File: config.mk
export PLATFORM = sky130hd
export DESIGN_NAME = commit_thread_sel
export DESIGN_NICKNAME = d
export VERILOG_FILES = /design/src/rtl/cts_pkg.sv /design/src/rtl/cts_datapath.sv /design/src/rtl/cts_ctrl.sv /design/src/rtl/commit_thread_sel.sv
export SDC_FILE = /design/constraint.sdc
export NUM_CORES = 1
export LEC_CHECK = 0
export CAP_MARGIN = 20
export CORE_MARGIN = 2
export CORE_UTILIZATION = 40
export CTS_CLUSTER_SIZE = 24
export DETAILED_ROUTE_END_ITERATION = 12
export PLACE_DENSITY = 0.78
export SKIP_CTS_REPAIR_TIMING = 1
export SYNTH_ARGS = -nofsm -noshare
export SYNTH_HDL_FRONTEND = slang
export SYNTH_HIERARCHICAL = 1
export SYNTH_SLANG_ARGS = --single-unit
File: constraint.sdc
create_clock -name clk -period 13.3 [get_ports clk]
set_clock_uncertainty 0.1 [all_clocks]
set_input_delay 2.66 -clock clk [delete_from_list [all_inputs] [get_ports clk]]
set_output_delay 2.66 -clock clk [all_outputs]
set_load 0.01 [all_outputs]
File: src/rtl/cts_pkg.sv
package cts_pkg;

  typedef enum logic [2:0] {
    ST_IDLE            = 3'd0,
    ST_RUNNING         = 3'd1,
    ST_ROB_SQUASH      = 3'd2,
    ST_TRAP_WAIT       = 3'd3,
    ST_FETCH_TRAP_WAIT = 3'd4
  } thrStatus_e;

  typedef enum logic [1:0] {
    POL_GREEDY = 2'd0,
    POL_ROTATE = 2'd1,
    POL_OLDEST = 2'd2,
    POL_NONE   = 2'd3
  } policy_e;

  // strobes from control to datapath
  typedef struct packed {
    logic cmpEn;      // run the oldest-sequence comparison
    logic gateReady;  // require buffer-not-empty and head-ready
  } dpCtl_t;

  function automatic logic statusOk(input logic [2:0] code);
    return (code == ST_IDLE) || (code == ST_RUNNING) || (code == ST_FETCH_TRAP_WAIT);
  endfunction

endpackage

File: src/rtl/cts_datapath.sv
module cts_datapath
  import cts_pkg::*;
#(
  parameter int NUM_THREADS = 4,
  parameter int SEQ_W       = 32,
  parameter int TW          = 2
) (
  input  logic                         clk,
  input  logic                         rstN,
  input  dpCtl_t                       dpCtl,
  input  logic [NUM_THREADS*3-1:0]     threadStatus,
  input  logic [NUM_THREADS-1:0]       robNotEmpty,
  input  logic [NUM_THREADS-1:0]       headReady,
  input  logic [NUM_THREADS*SEQ_W-1:0] headSeq,
  output logic [NUM_THREADS-1:0]       candMask,
  output logic                         oldValid,
  output logic [TW-1:0]                oldIdx
);

  // per-thread candidate qualification
  for (genvar t = 0; t < NUM_THREADS; t++) begin : gQual
    logic statOk;
    assign statOk = statusOk(threadStatus[t*3 +: 3]);
    assign candMask[t] = statOk && (!dpCtl.gateReady || (robNotEmpty[t] && headReady[t]));
  end

  // oldest head scan, strict compare keeps the lower index on ties
  always_comb begin : oldestScan
    logic             found;
    logic [TW-1:0]    bestIdx;
    logic [SEQ_W-1:0] bestSeq;
    found   = 1'b0;
    bestIdx = '0;
    bestSeq = '0;
    if (dpCtl.cmpEn) begin
      for (int i = 0; i < NUM_THREADS; i++) begin
        if (candMask[i] && (!found || (headSeq[i*SEQ_W +: SEQ_W] < bestSeq))) begin
          found   = 1'b1;
          bestIdx = TW'(i);
          bestSeq = headSeq[i*SEQ_W +: SEQ_W];
        end
      end
    end
    oldValid = found;
    oldIdx   = bestIdx;
  end

  for (genvar j = 0; j < NUM_THREADS; j++) begin : gOldChk
    AST_OLDEST_MIN: assert property (@(posedge clk) disable iff (!rstN)
      (oldValid && candMask[j]) |-> (headSeq[oldIdx*SEQ_W +: SEQ_W] <= headSeq[j*SEQ_W +: SEQ_W])) else $error("oldest pick not minimal");
    AST_TIE_LOW_INDEX: assert property (@(posedge clk) disable iff (!rstN)
      (oldValid && candMask[j] && (j < int'(oldIdx))) |-> (headSeq[oldIdx*SEQ_W +: SEQ_W] < headSeq[j*SEQ_W +: SEQ_W])) else $error("tie not resolved to low index");
  end

endmodule

File: src/rtl/cts_ctrl.sv
module cts_ctrl
  import cts_pkg::*;
#(
  parameter int NUM_THREADS = 4,
  parameter int NUM_SLOTS   = 2,
  parameter int TW          = 2
) (
  input  logic                      clk,
  input  logic                      rstN,
  input  logic [1:0]                policySel,
  input  logic [NUM_THREADS-1:0]    candMask,
  input  logic                      oldValid,
  input  logic [TW-1:0]             oldIdx,
  input  logic [NUM_SLOTS-1:0]      slotReq,
  output dpCtl_t                    dpCtl,
  output logic [NUM_SLOTS-1:0]      slotValid,
  output logic [NUM_SLOTS*TW-1:0]   slotThread
);

  localparam logic GATE_READY = (NUM_THREADS > 1);

  policy_e pol;
  assign pol = policy_e'(policySel);

  always_comb begin
    dpCtl.cmpEn     = (pol == POL_GREEDY) || (pol == POL_OLDEST);
    dpCtl.gateReady = GATE_READY;
  end

  logic [TW-1:0] rrList [NUM_THREADS];
  logic [TW-1:0] rrNext [NUM_THREADS];
  logic          rrAdvance;

  // slot chain: each requested slot sees the list left by the one before
  always_comb begin : slotChain
    logic [TW-1:0] cur [NUM_THREADS];
    logic [TW-1:0] nxt [NUM_THREADS];
    logic          hit;
    int            pos;
    cur        = rrList;
    rrAdvance  = 1'b0;
    slotValid  = '0;
    slotThread = '0;
    for (int k = 0; k < NUM_SLOTS; k++) begin
      nxt = cur;
      hit = 1'b0;
      pos = 0;
      if (slotReq[k]) begin
        if (dpCtl.cmpEn) begin
          slotValid[k]             = oldValid;
          slotThread[k*TW +: TW]   = oldIdx;
        end else if (pol == POL_ROTATE) begin
          for (int p = 0; p < NUM_THREADS; p++) begin
            if (!hit && candMask[cur[p]]) begin
              hit = 1'b1;
              pos = p;
            end
          end
          if (hit) begin
            slotValid[k]           = 1'b1;
            slotThread[k*TW +: TW] = cur[pos];
            rrAdvance              = 1'b1;
            for (int i = 0; i < NUM_THREADS; i++) begin
              if (i < pos)                  nxt[i] = cur[i];
              else if (i < NUM_THREADS - 1) nxt[i] = cur[(i + 1) % NUM_THREADS];
              else                          nxt[i] = cur[pos];
            end
          end
        end
      end
      cur = nxt;
    end
    rrNext = cur;
  end

  always_ff @(posedge clk or negedge rstN) begin
    if (!rstN) begin
      for (int i = 0; i < NUM_THREADS; i++) rrList[i] <= TW'(i);
    end else if (rrAdvance) begin
      rrList <= rrNext;
    end
  end

  // flattened view of the list for checking
  logic [NUM_THREADS*TW-1:0] rrFlat;
  for (genvar i = 0; i < NUM_THREADS; i++) begin : gFlat
    assign rrFlat[i*TW +: TW] = rrList[i];
  end

  for (genvar t = 0; t < NUM_THREADS; t++) begin : gPerm
    logic [NUM_THREADS-1:0] seen;
    for (genvar i = 0; i < NUM_THREADS; i++) begin : gSeen
      assign seen[i] = (rrList[i] == TW'(t));
    end
    AST_RR_PERMUTATION: assert property (@(posedge clk) disable iff (!rstN)
      $countones(seen) == 1) else $error("priority list lost a thread");
  end

  AST_RR_HOLD: assert property (@(posedge clk) disable iff (!rstN)
    !rrAdvance |=> $stable(rrFlat)) else $error("list moved without a pick");
  AST_POLICY_OFF: assert property (@(posedge clk) disable iff (!rstN)
    (pol == POL_NONE) |-> (slotValid == '0)) else $error("selection under policy 3");
  AST_UNASKED_SLOT: assert property (@(posedge clk) disable iff (!rstN)
    (slotValid & ~slotReq) == '0) else $error("unrequested slot valid");

endmodule

File: src/rtl/commit_thread_sel.sv
module commit_thread_sel
  import cts_pkg::*;
#(
  parameter int NUM_THREADS = 4,
  parameter int SEQ_W       = 32,
  parameter int NUM_SLOTS   = 2,
  localparam int TW         = (NUM_THREADS > 1) ? $clog2(NUM_THREADS) : 1
) (
  input  logic                         clk,
  input  logic                         rstN,
  input  logic [1:0]                   policySel,
  input  logic [NUM_THREADS*3-1:0]     threadStatus,
  input  logic [NUM_THREADS-1:0]       robNotEmpty,
  input  logic [NUM_THREADS-1:0]       headReady,
  input  logic [NUM_THREADS*SEQ_W-1:0] headSeq,
  input  logic [NUM_SLOTS-1:0]         slotReq,
  output logic [NUM_SLOTS-1:0]         slotValid,
  output logic [NUM_SLOTS*TW-1:0]      slotThread
);

  dpCtl_t                 dpCtl;
  logic [NUM_THREADS-1:0] candMask;
  logic                   oldValid;
  logic [TW-1:0]          oldIdx;

  cts_datapath #(.NUM_THREADS(NUM_THREADS), .SEQ_W(SEQ_W), .TW(TW)) uDp (
    .clk(clk), .rstN(rstN), .dpCtl(dpCtl),
    .threadStatus(threadStatus), .robNotEmpty(robNotEmpty),
    .headReady(headReady), .headSeq(headSeq),
    .candMask(candMask), .oldValid(oldValid), .oldIdx(oldIdx)
  );

  cts_ctrl #(.NUM_THREADS(NUM_THREADS), .NUM_SLOTS(NUM_SLOTS), .TW(TW)) uCtrl (
    .clk(clk), .rstN(rstN), .policySel(policySel),
    .candMask(candMask), .oldValid(oldValid), .oldIdx(oldIdx),
    .slotReq(slotReq), .dpCtl(dpCtl),
    .slotValid(slotValid), .slotThread(slotThread)
  );

  for (genvar k = 0; k < NUM_SLOTS; k++) begin : gSlotChk
    AST_SEL_ELIGIBLE: assert property (@(posedge clk) disable iff (!rstN)
      slotValid[k] |-> statusOk(threadStatus[slotThread[k*TW +: TW]*3 +: 3])) else $error("ineligible thread selected");
  end

endmodule

==> results of run 1 <==
-- worst max-delay path by stage --
stage | start | to | slack, ps | depth (start not counted)
after floorplan | threadStatus[2] | slotThread[2] | 910 | 36
after global placement | threadStatus[2] | slotThread[3] | -540 | 38
after detailed placement | threadStatus[2] | slotThread[2] | -840 | 37
after CTS | threadStatus[2] | slotThread[2] | -870 | 37
after global routing | headReady[0] | slotThread[3] | -200 | 43
final | headReady[0] | slotThread[2] | 170 | 41
-- cell usage in the layout, fill, tap and decap left out, drive strengths merged, types with 4 or more instances in the layout --
cell type / count
ha: 93
clkdlybuf4s50: 152
and4: 4
clkbuf: 8
nor3: 8
nand4: 16
o22ai: 5
a21o: 10
o21ai: 27
dfstp: 4
nand3: 14
a221oi: 9
inv: 43
dfrtp: 4
nor2: 52
mux2: 39
nor4: 6
and2: 9
mux4: 4
a21boi: 7
a21oi: 67
o31ai: 5
nand2: 67
a22oi: 5
o21a: 14
mux2i: 12
a211oi: 4
or3: 5
o211ai: 11
dlymetal6s2s: 4
o31a: 4
buf: 97
a31oi: 4
-- routing by layer --
| metal | global-route usage (%) | up-vias | share of wire [%] |
|---|---|---|---|
| li1 | - | 2811 | - |
| met1 | 30.4 | 2823 | 41 |
| met2 | 48.7 | 287 | 50 |
| met3 | 5.67 | 46 | 7.1 |
| met4 | 6.10 | 0 | 2.3 |
| met5 | 0 | - | 0 |
-- power breakdown --
group / leakage (nW) / total [mW] / internal [mW] / switching (mW)
Sequential: 0.0867 / 0.0678 / 0.0395 / 0.0283
Clock: 0.0382 / 0.0522 / 0.0400 / 0.0122
Combinational: 3.16 / 0.445 / 0.222 / 0.222
-- cells by family (layout without fill, tap and decap cells) --
family	Yosys count	count (layout)
AO/OA/AOI/OAI	197	197
AND/OR/NAND/NOR	191	194
multiplexers	55	55
adder cells (fa/ha/maj)	93	93
buffers and inverters	70	304
flip-flops	8	8
other	1	2
-- area by class of cell --
cell class / instances / area share [%]
tap: 143 / 2.36
sequential: 8 / 2.71
inverter: 43 / 2.13
timing repair buffer: 257 / 32.5
antenna: 1 / 0.0330
clock buffer: 4 / 1.04
multi-input combinational: 540 / 59.3
-- stage by stage --
stage,setup WS [ps],instances
floorplan,907,615
finish,170,996
global route,-204,996
CTS,-866,973
detailed placement,-841,969
global placement,-542,969
-- worst register-to-register path, delay by kind of cell, from the launching register on --
kind	cells	cell delay [ps]
buffers and inverters	1	40
muxes	1	630
DFF	1	560
AOI/OAI and AO/OA	6	2010
==> flow_summary.json, run 1 <==
{
  "yosysSeqAreaShare_pct": 4.39,
  "viasPerCell": 5.99,
  "synth-compound-area-share_pct": 29.0,
  "worstMarginPinSlew_ps": 612,
  "setup_viol": 0,
  "synth.avg_cell_area_um2": 7.59,
  "cts.sinks": 8,
  "synth_nets": 862,
  "relSlewSlack_pct": 58.1,
  "htreeDepth": 1,
  "tns_ps": 0,
  "crit_fanout": 11,
  "critPathCaptureType": "output port",
  "muxShareOfSynthArea_pct": 15.6,
  "period_minus_slack_ps": 13130,
  "wire_per_inst_um": 18.7,
  "synth_area_um2": 4670,
  "ant_nets": 0,
  "rows": 39,
  "hold_viol": 0,
  "async_reset_ff_share_pct": 100,
  "startpoint_type": "input port",
  "clk_pin_slew_ps": 40,
  "synth_top_family_by_area": "compound AO/OA/AOI/OAI gates",
  "rr_worst_depth": 8,
  "ys_seq_elements": 8,
  "drv_slew": 0,
  "place.gp.congestion": 0.916,
  "synthCells": 615,
  "die_h_um": 112,
  "min_path_cells": 3,
  "ctsRootBufferMaster": "clkbuf_16",
  "fin_area_um2": 7580,
  "r2r_end": "uCtrl/rrFlat[6]$_DFFE_PN1P_",
  "yosys-top-cells-area": "ha_1 (25%), a21oi_1 (7.1%), mux2_4 (6.4%)",
  "multi_input_area_um2": 4490,
  "antenna_found_initial": 1,
  "utilization_pct": 66.4,
  "whs_ps": 596,
  "chipWidth_um": 112,
  "synth_top_area_share_pct": 24.9,
  "path_common_cell": "buf_4",
  "dp_hpwl_um": 14500,
  "drv_cap": 0,
  "status": "complete, no violations",
  "rr_startpoint": "uCtrl/rrFlat[4]$_DFFE_PN0P_",
  "drtIter0Drc": 386,
  "cts-buffers-inserted": 3,
  "p_per_area_nw_per_um2": 74.5,
  "grt_pass1_wl_um": 27400,
  "crit_slowest_cell": "clkdlybuf4s50_1",
  "largest_reg_flops": 8,
  "cts_tree": "built",
  "vdd_ir_drop_max_mv": 0.0707,
  "worst-endpoint-required_ps": 10540,
  "worstHoldStart": "uCtrl/rrFlat[6]$_DFFE_PN1P_",
  "worst-endpoint-arrival_ps": 10370,
  "synth-simple-area-share_pct": 19.3,
  "die-area_um2": 12600,
  "io_pins": 160,
  "dpl-instance-area_um2": 6930,
  "hold_path_end": "uCtrl/rrFlat[6]$_DFFE_PN1P_",
  "finalPower_mw": 0.565,
  "fmax_mhz": 76.2,
  "synth_edf_count": 0,
  "dr.pass1.iters": 5,
  "finalCritPeriodShare_pct": 98.7,
  "min_path_type": "reg2reg",
  "fill_cells": 945,
  "ys_types": 79,
  "seqCellArea_um2": 205,
  "overflow": 0,
  "crit_path_max_incr_delay_ps": 490,
  "drive_above_1_share_pct": 24.9,
  "drt_wl_total_um": 18600,
  "grt_pass1_vias": 5868,
  "synth_commonest_cells": "ha_1 (93), nand2_1 (67), a21oi_1 (66)",
  "clockBufferDepth": 2,
  "crit_type": "in2out",
  "synthAdderAreaFrac_pct": 24.9,
  "p_leak_nw": 3.29,
  "vias": 5967,
  "crit_family": "compound AO/OA/AOI/OAI gates",
  "drc": 0,
  "area_growth_pct": 62.3,
  "grt_max_degree": 53,
  "critPathBufInv": 10,
  "synth_largest_area_cell": "ha_1",
  "synth_xor_area_share_pct": 0,
  "final_nets": 1100,
  "io_buffers": 159,
  "clock_latency_ps": 230,
  "track_usage_pct": 26.1,
  "yosysMostFrequentCell": "ha_1",
  "start_util_pct": 40.9,
  "core_area_um2": 11400,
  "r2r_slack_ps": 9880,
  "synthFlopType": "dfstp_2",
  "yosys_warnings": 6
}
Note: power is estimated with default switching activity, not from simulation.
==> run 2, diff against run 1 <==
--- a/config.mk
+++ b/config.mk
@@ -8,6 +8,7 @@
 export CAP_MARGIN = 20
 export CORE_MARGIN = 2
 export CORE_UTILIZATION = 40
+export CTS_CLUSTER_DIAMETER = 150
 export CTS_CLUSTER_SIZE = 24
 export DETAILED_ROUTE_END_ITERATION = 12
 export PLACE_DENSITY = 0.78
==> results of run 2 <==
Final layout, timing and power as in run 1 (identical DEF).
==> run 3, diff against run 2 <==
--- a/config.mk
+++ b/config.mk
@@ -11,8 +11,10 @@
 export CTS_CLUSTER_DIAMETER = 150
 export CTS_CLUSTER_SIZE = 24
 export DETAILED_ROUTE_END_ITERATION = 12
+export GPL_ROUTABILITY_DRIVEN = 0
 export PLACE_DENSITY = 0.78
 export SKIP_CTS_REPAIR_TIMING = 1
+export SKIP_LAST_GASP = 1
 export SYNTH_ARGS = -nofsm -noshare
 export SYNTH_HDL_FRONTEND = slang
 export SYNTH_HIERARCHICAL = 1
==> run 3 against run 2 <==
Net effect:
- first-iteration DRC count up 66%
- worst setup slack worse by 130 ps
- sequential share of layout area barely moved
- combinational power is essentially flat
- sequential cell count stayed put
- global-route usage grew 0.14 points
- sequential power is 1% lower
- critical path type unchanged
- largest power group unchanged
- highest routed layer unchanged
==> flow_summary.json, run 3 (same netlist as run 1, synthesis figures left out) <==
{
  "status": "complete, no violations",
  "startpoint_type": "input port",
  "cts-buffers-inserted": 3,
  "tns_ps": 0,
  "io_pins": 160,
  "hold_viol": 0,
  "io_buffers": 159,
  "p_leak_nw": 3.26,
  "dr.pass1.iters": 6,
  "htreeDepth": 1,
  "dp_hpwl_um": 14300,
  "relSlewSlack_pct": 46.8,
  "worstHoldStart": "uCtrl/rrFlat[6]$_DFFE_PN1P_",
  "rr_startpoint": "uCtrl/rrFlat[4]$_DFFE_PN0P_",
  "crit_path_max_incr_delay_ps": 470,
  "viasPerCell": 6.16,
  "overflow": 0,
  "fin_area_um2": 7500,
  "die-area_um2": 12600,
  "drv_slew": 0,
  "critPathCaptureType": "output port",
  "path_common_cell": "buf_6",
  "rows": 39,
  "area_growth_pct": 60.7,
  "drtIter0Drc": 640,
  "worst-endpoint-arrival_ps": 10500,
  "start_util_pct": 40.9,
  "grt_pass1_vias": 5895,
  "grt_max_degree": 50,
  "wire_per_inst_um": 19.2,
  "dpl-instance-area_um2": 6910,
  "clockBufferDepth": 2,
  "final_nets": 1092,
  "min_path_cells": 3,
  "core_area_um2": 11400,
  "cts.sinks": 8,
  "ant_nets": 0,
  "finalCritPeriodShare_pct": 99.7,
  "drive_above_1_share_pct": 25.5,
  "hold_path_end": "uCtrl/rrFlat[6]$_DFFE_PN1P_",
  "clock_latency_ps": 230,
  "ctsRootBufferMaster": "clkbuf_16",
  "utilization_pct": 65.7,
  "drv_cap": 0,
  "min_path_type": "reg2reg",
  "grt_pass1_wl_um": 27800,
  "r2r_end": "uCtrl/rrFlat[6]$_DFFE_PN1P_",
  "vdd_ir_drop_max_mv": 0.0813,
  "antenna_cells": 0,
  "r2r_slack_ps": 9950,
  "crit_type": "in2out",
  "worst-endpoint-required_ps": 10540,
  "largest_reg_flops": 8,
  "whs_ps": 609,
  "drc": 0,
  "setup.worst_path.start": "headReady[0]",
  "vias": 6075,
  "rr_worst_depth": 8,
  "p_per_area_nw_per_um2": 74.9,
  "setup_viol": 0,
  "worstMarginPinSlew_ps": 778,
  "clk_pin_slew_ps": 40,
  "chipWidth_um": 112,
  "crit_fanout": 7,
  "final_cell_mix": "clkdlybuf4s50_1 (152), ha_1 (86), buf_4 (80), nand2_1 (66), a21oi_1 (46)",
  "drt_wl_total_um": 18900,
  "cts_tree": "built",
  "die_h_um": 112,
  "layout_commonest_cell": "clkdlybuf4s50_1",
  "period_minus_slack_ps": 13260,
  "antenna_found_initial": 0,
  "fmax_mhz": 75.4,
  "track_usage_pct": 26.2,
  "crit_slowest_cell": "clkdlybuf4s50_1"
}
run 3: cell count changes in the layout (fill, tap and decap cells not counted), sizes merged:
cell	delta
buf	-7
diode	-1
and2	-1
clkbuf	-1
dlymetal6s2s	+1
run 3: critical path, delay by kind of cell:
family,cells,cell delay (ps)
AOI/OAI and AO/OA,17,3460
adders and majority gates,3,800
buffers and inverters,9,1700
muxes,1,330
and+or+nand+nor,9,1520
run 3: power by group:
part / internal, mW / total [mW] / switching, mW
Combinational: 0.220 / 0.444 / 0.224
Clock: 0.0399 / 0.0511 / 0.0112
Sequential: 0.0395 / 0.0669 / 0.0274
Total: 0.299 / 0.562 / 0.263
run 3: how the worst max path moves through the flow:
| stage | endpoint | cells past startpoint |
|---|---|---|
| global route | slotThread[3] | 42 |
| CTS | slotThread[2] | 38 |
| global placement | slotThread[2] | 38 |
| detailed placement | slotThread[2] | 38 |
| finish | slotThread[2] | 39 |
| floorplan | slotThread[2] | 36 |
run 3: area by class of cell:
cell class / count / area [um^2]
Clock buffer: 4 / 78.8
Timing Repair Buffer: 250 / 2380
Fill cell: 902 / 3920
Tap cell: 143 / 179
Sequential cell: 8 / 205
Inverter: 43 / 161
Multi-Input combinational cell: 539 / 4500
run 3: through the flow:
stage          cells  power, mW  setup slack (ps)
2_1_floorplan    615      0.320               907
3_3_place_gp     969      0.448              -532
3_5_place_dp     969      0.464              -710
4_1_cts          973      0.518              -754
5_1_grt          987      0.601              -249
6_report         987      0.562              37.2
run 3: per-layer routing:
| layer | routed length [um] | track usage [%] | part of all wire (%) | vias to the layer above |
|---|---|---|---|---|
| met2 | 9100 | 47.1 | 48 | 359 |
| li1 | - | - | - | 2800 |
| met3 | 1600 | 3.94 | 8.4 | 83 |
| met1 | 7410 | 32.6 | 39 | 2833 |
| met4 | 790 | 7.48 | 4.2 | 0 |
| met5 | 0 | 0 | 0 | - |
